<file path="src/rtl/sdg_pkg.sv">
`timescale 1ns/1ps
package sdg_pkg;

  typedef enum logic [2:0] {
    OP_NOP = 3'd0,
    OP_ACT = 3'd1,
    OP_RD  = 3'd2,
    OP_WR  = 3'd3,
    OP_PRE = 3'd4,
    OP_BST = 3'd5
  } sdg_op_e;

  // minimum delay in ps to whole clocks, rounded up, never below 1
  function automatic int ps_to_clk(input int t_ps, input int clk_ps);
    longint c;
    c = (longint'(t_ps) + longint'(clk_ps) - 1) / longint'(clk_ps);
    if (c < 1) c = 1;
    return int'(c);
  endfunction

  // one-clock write recovery only for slow clocks with manual precharge
  function automatic int wr_recovery(input int clk_ps, input int manual_only);
    return (clk_ps > 10000 && manual_only != 0) ? 1 : 2;
  endfunction

  // read beats still delivered after an interrupt
  function automatic int trail_beats(input int cas);
    return (cas > 1) ? cas - 1 : 0;
  endfunction

  function automatic int max_of(input int a, input int b);
    return (a > b) ? a : b;
  endfunction

  function automatic int width_for(input int v);
    return (v < 1) ? 1 : $clog2(v + 1);
  endfunction

endpackage

</file>
<file path="src/rtl/sdg_bank_timer.sv">
`timescale 1ns/1ps
module sdg_bank_timer
  import sdg_pkg::*;
#(
  parameter int CNT_W     = 4,
  parameter int AGE_W     = 14,
  parameter int RCD_N     = 3,
  parameter int RAS_N     = 6,
  parameter int RC_N      = 9,
  parameter int RP_N      = 3,
  parameter int WRPRE_N   = 5,
  parameter int WRAP_N    = 8,
  parameter int RDAP_N    = 7,
  parameter int AGE_LIMIT = 12436
) (
  input  logic clk,
  input  logic rst_n,
  input  logic act_i,
  input  logic rd_i,
  input  logic wr_i,
  input  logic ap_i,
  input  logic pre_i,
  output logic open_o,
  output logic act_ok_o,
  output logic col_ok_o,
  output logic pre_ok_o,
  output logic due_o
);

  // counters hold N-1 so that the command becomes legal exactly N clocks later
  localparam logic [CNT_W-1:0] RCD_LD   = CNT_W'(RCD_N - 1);
  localparam logic [CNT_W-1:0] RAS_LD   = CNT_W'(RAS_N - 1);
  localparam logic [CNT_W-1:0] RC_LD    = CNT_W'(RC_N - 1);
  localparam logic [CNT_W-1:0] RP_LD    = CNT_W'(RP_N - 1);
  localparam logic [CNT_W-1:0] WRPRE_LD = CNT_W'(WRPRE_N - 1);
  localparam logic [CNT_W-1:0] WRAP_LD  = CNT_W'(WRAP_N - 1);
  localparam logic [CNT_W-1:0] RDAP_LD  = CNT_W'(RDAP_N - 1);
  localparam logic [AGE_W-1:0] AGE_TOP  = AGE_W'(AGE_LIMIT);

  logic             open_q;
  logic [CNT_W-1:0] rcd_q, ras_q, rc_q, rp_q, wrr_q;
  logic [AGE_W-1:0] age_q;

  function automatic logic [CNT_W-1:0] step_down(input logic [CNT_W-1:0] v);
    return (v == '0) ? v : v - 1'b1;
  endfunction

  always_ff @(posedge clk or negedge rst_n) begin
    if (!rst_n) begin
      open_q <= 1'b0;
      rcd_q  <= '0;
      ras_q  <= '0;
      rc_q   <= '0;
      rp_q   <= '0;
      wrr_q  <= '0;
      age_q  <= '0;
    end else begin
      rcd_q <= step_down(rcd_q);
      ras_q <= step_down(ras_q);
      rc_q  <= step_down(rc_q);
      rp_q  <= step_down(rp_q);
      wrr_q <= step_down(wrr_q);
      if (open_q && age_q < AGE_TOP) age_q <= age_q + 1'b1;
      if (act_i) begin
        open_q <= 1'b1;
        rcd_q  <= RCD_LD;
        ras_q  <= RAS_LD;
        rc_q   <= RC_LD;
        age_q  <= AGE_W'(1);
      end
      if (rd_i && ap_i) begin
        open_q <= 1'b0;
        rp_q   <= RDAP_LD;
        age_q  <= '0;
      end
      if (wr_i) begin
        wrr_q <= WRPRE_LD;
        if (ap_i) begin
          open_q <= 1'b0;
          rp_q   <= WRAP_LD;
          age_q  <= '0;
        end
      end
      if (pre_i) begin
        open_q <= 1'b0;
        rp_q   <= RP_LD;
        age_q  <= '0;
      end
    end
  end

  assign open_o   = open_q;
  assign act_ok_o = !open_q && rc_q == '0 && rp_q == '0;
  assign col_ok_o = open_q && rcd_q == '0;
  assign pre_ok_o = open_q && ras_q == '0 && wrr_q == '0;
  assign due_o    = open_q && age_q >= AGE_TOP;

endmodule

</file>
<file path="src/rtl/sdg_bus_timer.sv">
`timescale 1ns/1ps
module sdg_bus_timer
  import sdg_pkg::*;
#(
  parameter int CNT_W     = 4,
  parameter int BANK_W    = 2,
  parameter int RRD_N     = 2,
  parameter int BURST_LEN = 4,
  parameter int TRAIL     = 2
) (
  input  logic              clk,
  input  logic              rst_n,
  input  logic              act_i,
  input  logic              rd_i,
  input  logic              wr_i,
  input  logic              bst_i,
  input  logic              pre_i,
  input  logic [BANK_W-1:0] bank_i,
  output logic              rrd_ok_o,
  output logic              intr_hit_o,
  output logic              intr_valid_o,
  output logic [1:0]        intr_beats_o
);

  localparam int               BL_W   = width_for(BURST_LEN);
  localparam logic [CNT_W-1:0] RRD_LD = CNT_W'(RRD_N - 1);
  localparam logic [BL_W-1:0]  BL_LD  = BL_W'(BURST_LEN - 1);

  logic [CNT_W-1:0]  rrd_q;
  logic [BL_W-1:0]   rd_left_q;
  logic [BANK_W-1:0] rd_bank_q;
  logic              intr_q;

  // a burst is in flight while later beats of the last READ remain
  assign intr_hit_o = (rd_left_q != '0) &&
                      (bst_i || (pre_i && bank_i == rd_bank_q));

  always_ff @(posedge clk or negedge rst_n) begin
    if (!rst_n) begin
      rrd_q     <= '0;
      rd_left_q <= '0;
      rd_bank_q <= '0;
      intr_q    <= 1'b0;
    end else begin
      rrd_q     <= (rrd_q == '0) ? rrd_q : rrd_q - 1'b1;
      rd_left_q <= (rd_left_q == '0) ? rd_left_q : rd_left_q - 1'b1;
      intr_q    <= intr_hit_o;
      if (act_i) rrd_q <= RRD_LD;
      if (rd_i) begin
        rd_left_q <= BL_LD;
        rd_bank_q <= bank_i;
      end
      if (wr_i || intr_hit_o) rd_left_q <= '0;
    end
  end

  assign rrd_ok_o     = (rrd_q == '0);
  assign intr_valid_o = intr_q;
  assign intr_beats_o = intr_q ? 2'(TRAIL) : 2'd0;

endmodule

</file>
<file path="src/rtl/sdg_legality.sv">
`timescale 1ns/1ps
module sdg_legality
  import sdg_pkg::*;
#(
  parameter int NUM_BANKS = 4,
  parameter int BANK_W    = 2
) (
  input  logic [2:0]           op_i,
  input  logic [BANK_W-1:0]    bank_i,
  input  logic [NUM_BANKS-1:0] act_ok_i,
  input  logic [NUM_BANKS-1:0] col_ok_i,
  input  logic [NUM_BANKS-1:0] pre_ok_i,
  input  logic                 rrd_ok_i,
  output logic                 allow_o
);

  always_comb begin
    case (op_i)
      OP_NOP, OP_BST: allow_o = 1'b1;
      OP_ACT:         allow_o = act_ok_i[bank_i] && rrd_ok_i;
      OP_RD, OP_WR:   allow_o = col_ok_i[bank_i];
      OP_PRE:         allow_o = pre_ok_i[bank_i];
      default:        allow_o = 1'b0;
    endcase
  end

endmodule

</file>
<file path="src/rtl/sdram_cmd_guard.sv">
`timescale 1ns/1ps
module sdram_cmd_guard
  import sdg_pkg::*;
#(
  parameter int NUM_BANKS       = 4,
  parameter int BANK_W          = $clog2(NUM_BANKS),
  parameter int CLK_PS          = 8000,
  parameter int T_RRD_PS        = 16000,
  parameter int T_RCD_PS        = 19000,
  parameter int T_RP_PS         = 19000,
  parameter int T_RAS_PS        = 48000,
  parameter int T_RC_PS         = 68000,
  parameter int T_RAS_MAX_PS    = 100_000_000,
  parameter int DUE_MARGIN      = 64,
  parameter int BURST_LEN       = 4,
  parameter int CAS_LAT         = 3,
  parameter int MANUAL_PRE_ONLY = 0
) (
  input  logic                 clk,
  input  logic                 rst_n,
  input  logic [2:0]           req_op,
  input  logic [BANK_W-1:0]    req_bank,
  input  logic                 req_ap,
  input  logic                 req_issue,
  output logic                 allow,
  output logic                 err,
  output logic [NUM_BANKS-1:0] pre_due,
  output logic                 intr_valid,
  output logic [1:0]           intr_beats
);

  // elaboration-time conversion to clocks
  localparam int RRD_CYC   = ps_to_clk(T_RRD_PS, CLK_PS);
  localparam int RCD_CYC   = ps_to_clk(T_RCD_PS, CLK_PS);
  localparam int RP_CYC    = ps_to_clk(T_RP_PS, CLK_PS);
  localparam int RAS_CYC   = ps_to_clk(T_RAS_PS, CLK_PS);
  localparam int RC_CYC    = ps_to_clk(T_RC_PS, CLK_PS);
  localparam int TWR_CYC   = wr_recovery(CLK_PS, MANUAL_PRE_ONLY);
  localparam int WRPRE_CYC = BURST_LEN - 1 + TWR_CYC;
  localparam int WRAP_CYC  = WRPRE_CYC + RP_CYC;
  localparam int RDAP_CYC  = BURST_LEN + RP_CYC;
  localparam int AGE_LIMIT = ps_to_clk(T_RAS_MAX_PS, CLK_PS) - DUE_MARGIN;
  localparam int TRAIL     = trail_beats(CAS_LAT);
  localparam int CNT_MAX   = max_of(max_of(max_of(RC_CYC, RAS_CYC), max_of(WRAP_CYC, RDAP_CYC)),
                                    max_of(max_of(RRD_CYC, RCD_CYC), BURST_LEN));
  localparam int CNT_W     = width_for(CNT_MAX);
  localparam int AGE_W     = width_for(AGE_LIMIT);

  logic                 fire_w;
  logic                 is_act, is_rd, is_wr, is_pre, is_bst;
  logic [NUM_BANKS-1:0] bank_open_w, act_ok_w, col_ok_w, pre_ok_w;
  logic                 rrd_ok_w, intr_hit_w, err_q;

  assign fire_w = req_issue && allow;
  assign is_act = fire_w && req_op == OP_ACT;
  assign is_rd  = fire_w && req_op == OP_RD;
  assign is_wr  = fire_w && req_op == OP_WR;
  assign is_pre = fire_w && req_op == OP_PRE;
  assign is_bst = fire_w && req_op == OP_BST;

  for (genvar b = 0; b < NUM_BANKS; b++) begin : g_bank
    logic sel;
    assign sel = (req_bank == BANK_W'(b));
    sdg_bank_timer #(
      .CNT_W(CNT_W), .AGE_W(AGE_W), .RCD_N(RCD_CYC), .RAS_N(RAS_CYC),
      .RC_N(RC_CYC), .RP_N(RP_CYC), .WRPRE_N(WRPRE_CYC), .WRAP_N(WRAP_CYC),
      .RDAP_N(RDAP_CYC), .AGE_LIMIT(AGE_LIMIT)
    ) u_bank (
      .clk      (clk),
      .rst_n    (rst_n),
      .act_i    (is_act && sel),
      .rd_i     (is_rd && sel),
      .wr_i     (is_wr && sel),
      .ap_i     (req_ap),
      .pre_i    (is_pre && sel),
      .open_o   (bank_open_w[b]),
      .act_ok_o (act_ok_w[b]),
      .col_ok_o (col_ok_w[b]),
      .pre_ok_o (pre_ok_w[b]),
      .due_o    (pre_due[b])
    );
  end

  sdg_bus_timer #(
    .CNT_W(CNT_W), .BANK_W(BANK_W), .RRD_N(RRD_CYC),
    .BURST_LEN(BURST_LEN), .TRAIL(TRAIL)
  ) u_bus (
    .clk          (clk),
    .rst_n        (rst_n),
    .act_i        (is_act),
    .rd_i         (is_rd),
    .wr_i         (is_wr),
    .bst_i        (is_bst),
    .pre_i        (is_pre),
    .bank_i       (req_bank),
    .rrd_ok_o     (rrd_ok_w),
    .intr_hit_o   (intr_hit_w),
    .intr_valid_o (intr_valid),
    .intr_beats_o (intr_beats)
  );

  sdg_legality #(.NUM_BANKS(NUM_BANKS), .BANK_W(BANK_W)) u_legal (
    .op_i     (req_op),
    .bank_i   (req_bank),
    .act_ok_i (act_ok_w),
    .col_ok_i (col_ok_w),
    .pre_ok_i (pre_ok_w),
    .rrd_ok_i (rrd_ok_w),
    .allow_o  (allow)
  );

  // refused issue reported one clock later
  always_ff @(posedge clk or negedge rst_n) begin
    if (!rst_n) err_q <= 1'b0;
    else        err_q <= req_issue && !allow;
  end
  assign err = err_q;

endmodule

</file>
<file path="config.mk">
export PLATFORM = sky130hd
export DESIGN_NAME = sdram_cmd_guard
export DESIGN_NICKNAME = d
export VERILOG_FILES = /design/src/rtl/sdg_pkg.sv /design/src/rtl/sdg_bank_timer.sv /design/src/rtl/sdg_bus_timer.sv /design/src/rtl/sdg_legality.sv /design/src/rtl/sdram_cmd_guard.sv
export SDC_FILE = /design/constraint.sdc
export NUM_CORES = 1
export LEC_CHECK = 0
export ABC_CLOCK_PERIOD_IN_PS = 6100
export BUFFER_PORTS_ARGS = -buffer_cell sky130_fd_sc_hd__buf_2
export CAP_MARGIN = 40
export CORE_MARGIN = 8
export CORE_UTILIZATION = 42
export DETAILED_ROUTE_END_ITERATION = 6
export PLACE_DENSITY = 0.59
export SLEW_MARGIN = 20
export SYNTH_ARGS = -nofsm -noshare
export SYNTH_HDL_FRONTEND = slang
export SYNTH_SLANG_ARGS = --single-unit
</file>
<file path="constraint.sdc">
create_clock -name clk -period 6.1 [get_ports clk]
set_clock_uncertainty 0.15 [all_clocks]
set_input_delay 0.61 -clock clk [delete_from_list [all_inputs] [get_ports clk]]
set_output_delay 0.61 -clock clk [all_outputs]
set_load 0.01 [all_outputs]
</file>
==> impl_metrics.csv <==
group,metric,value,unit
placement,dp_hpwl,12400,um
sta,rsz0062_at_grt,"no",
critical_path,endpoint_kind,"output port",
route,antenna_left,0,
die,die_y,159,um
worst_hold_path,min_path_type,"reg -> reg",
die,die_x,159,um
clocking,cts_made_buffers,17,
yosys,yosysWarningCount,0,
global_routing,grt_overflow,0,
yosys,synthXorXnorAreaFrac,6.51,%
yosys,synth_compound_area_share,13.9,%
yosys,yosysSeqAreaShare,43.9,%
layout,fin_util,47.2,%
yosys,synth_fa_ha_area_share,6.39,%
critical_path,worstPathRequired,5.34,ns
route,vias,6298,
route,avgViaCountPerCell,5.25,
clocking,cts-root-buf,"clkbuf_16",
critical_path,crit_arrival,2.88,ns
yosys,synth_edf_count,0,
route,wire_per_inst,14.8,um
sta,hold_viol_final,0,
yosys,synth_mux_area_share,1.00,%
yosys,synth_fp_nets,964,
yosys,ys_ff_latch,151,
yosys,synth.distinct_cells,65,
die,rows,52,
placement,gp_congestion,0.828,
placement,post_dp_cell_area,8900,sq um
yosys,synth_top_family_by_area,"simple AND/OR/NAND/NOR gates",
global_routing,track_usage,14.5,%
die,die-area,25300,sq um
clocking,cts_num_sinks,151,
sta,final_max_slew_viol_count,0,
clocking,clk_path_buf_depth,2,
layout,layout.nets,972,
critical_path,critPathKind,"reg -> out",
yosys,synthesis.area,8610,sq um
route,drt-pass1-iter-count,4,
global_routing,grt_pass1_wl,30500,um
die,start_util,42.7,%
pwr,ir_drop,0.233,mV
clocking,clkTransAtPathRegs,0.06,ns
yosys,synthFlopType,"dfrtp_1",
clocking,cts_resized,0,
layout,n_antenna_cell,0,
layout,syn2layout_area_growth,10.5,%
yosys,synthSimpleGateAreaFrac,22.4,%
global_routing,grt_pass1_vias,6113,
critical_path,crit_fanout,14,
clocking,cts_setup_buffers,0,
yosys,synthCells,911,
sta,setup_viol,0,
clocking,clock_latency,0.42,ns
sta,fmax,275,MHz
layout,final_area,9520,sq um
route,drtIter0Drc,339,
pwr,power.density,482,nW/um^2
global_routing,grt_max_degree,60,
pwr,p_total,4590,uW
sta,worst_pin_slew,0.891,ns
clocking,htree_num_levels,4,
clocking,cts_tree,"built",
route,drc,0,
yosys,postSynthAreaPerCell,9.45,sq um
sta,period_share,59.7,%
placement,port_buffers,16,
die,boundaryPins,18,
sta,post-route-min-period,3.64,ns
outcome,outcome,"complete, no violations",
job,max-cap-violations,0,
critical_path,startpoint_type,"register",
yosys,async_flop_share,100,%
sta,setup_tns,0,ns
pwr,leakage,0.00424,uW
global_routing,antenna_found_initial,0,
route,routed_wl,17700,um
sta,relSlewSlack,40.2,%
die,core_area,20200,sq um
layout,drive_gt1_share,8.72,%
-- repair_timing --
item,in CTS,in global routing
hold buffers,1,0
hold endpoints to repair,41,0
setup endpoints to repair,0,0
-- cells by family (layout without fill, tap and decap cells) --
family                     after synthesis  in the layout
other                                    1              1
and+or+nand+nor                        366            366
adders and majority gates               44             44
DFF                                    151            151
xor gates and xnor gates                64             64
AOI/OAI and AO/OA                      165            165
muxes                                    8              8
buffers and inverters                  112            130
-- area by class of cell --
type / count / area [sq um]
clock inverters: 7 / 97.6
inverters: 75 / 282
fillers: 1975 / 10700
clock buffers: 22 / 474
multi-input cells: 648 / 4320
repair buffers: 26 / 224
flip-flops and latches: 151 / 3780
well taps: 270 / 338
-- Yosys cell counts (4+ instances only) --
cell	count	share of area [%]
a2111oi_4	4	1.3
a211o_1	4	0.41
a211oi_1	7	0.61
a21boi_0	4	0.35
a21oi_1	50	2.9
a31o_2	5	0.51
a31oi_1	16	1.2
a32oi_1	8	0.81
and2_1	11	0.80
and3_1	14	1.0
and4_1	10	1.0
buf_4	11	0.96
buf_6	6	0.78
clkbuf_1	18	0.78
dfrtp_1	151	44
ha_1	44	6.4
inv_1	75	3.3
mux2_2	5	0.65
nand2_1	43	1.9
nand2b_1	19	1.4
nand3_1	46	2.7
nand3b_1	5	0.44
nand4_1	33	2.4
nor2_1	107	4.7
nor2b_1	7	0.51
nor3_1	23	1.3
nor3b_1	10	0.87
o211ai_1	9	0.78
o21ai_0	29	1.7
or3_1	21	1.5
or4_1	4	0.35
xnor2_1	31	3.2
xor2_1	33	3.4
-- power by group --
part	internal, uW	switching, uW	total [uW]
logic	821	931	1750
clock network	628	407	1030
registers	1450	348	1800
total	2900	1690	4590
-- registers in the layout (all words and copies together) (netlist names) --
signal                count
g_bank.u_bank.age_q      56
g_bank.u_bank.ras_q      16
g_bank.u_bank.rc_q       16
g_bank.u_bank.rcd_q      16
g_bank.u_bank.rp_q       16
g_bank.u_bank.wrr_q      16
g_bank.u_bank.open_o      4
u_bus.rrd_q               4
u_bus.rd_left_q           3
u_bus.rd_bank_q           2
err                       1
u_bus.intr_valid_o        1
-- worst max-delay path, cell delays in order (launching register included) --
cell     delay [ns]
dfrtp_1        0.38
inv_1          0.12
ha_1           0.20
nor3b_2        0.41
and4_1         0.28
a41oi_1        0.09
a311o_2        0.64
nand2_1        0.18
buf_2          0.15
-- through the flow --
stage / setup WS, ns / hold WS [ns] / std cells
floorplan: 3.31 / 0.164 / 911
global placement: 2.36 / 0.343 / 1163
detailed placement: 2.40 / 0.345 / 1167
CTS: 2.40 / 0.355 / 1197
global route: 2.31 / 0.383 / 1199
finish: 2.46 / 0.356 / 1199
-- layer usage --
metal | track usage [%] | routed length [um]
met2 | 23.2 | 8300
met3 | 2.64 | 344
met4 | 4.63 | 224
met1 | 19.5 | 8840
met5 | 0 | 0
-- path summary, 6_finish.rpt --
kind / start / endpoint / slack [ns] / cells past startpoint
min in group asynchronous: rst_n / g_bank[3].u_bank.rc_q[3]$_DFFE_PN0P_ / 0.51 / 2
max in group asynchronous: rst_n / g_bank[0].u_bank.age_q[3]$_DFF_PN0_ / 4.48 / 4
hold reg to reg: g_bank[3].u_bank.rc_q[2]$_DFFE_PN0P_ / g_bank[3].u_bank.rc_q[2]$_DFFE_PN0P_ / 0.36 / 1
setup / recovery: g_bank[3].u_bank.ras_q[0]$_DFFE_PN0P_ / allow / 2.46 / 8
hold / removal: g_bank[3].u_bank.rc_q[2]$_DFFE_PN0P_ / g_bank[3].u_bank.rc_q[2]$_DFFE_PN0P_ / 0.36 / 1
setup reg to reg: g_bank[3].u_bank.ras_q[0]$_DFFE_PN0P_ / g_bank[3].u_bank.age_q[13]$_DFF_PN0_ / 2.60 / 8
-- cell usage in the layout (no fill, tap or decap), types with 17 or more instances in the layout --
master     Yosys  routed
nand4_1       33      33
xor2_1        33      33
nand2_1       43      43
inv_1         75      75
clkbuf_16      0      17
nand3_1       46      46
nor3_1        23      23
ha_1          44      44
o21ai_0       29      29
or3_1         21      21
xnor2_1       31      31
dfrtp_1      151     151
a21oi_1       50      50
nand2b_1      19      19
nor2_1       107     107
No activity file was read; power rests on OpenSTA's default activity.
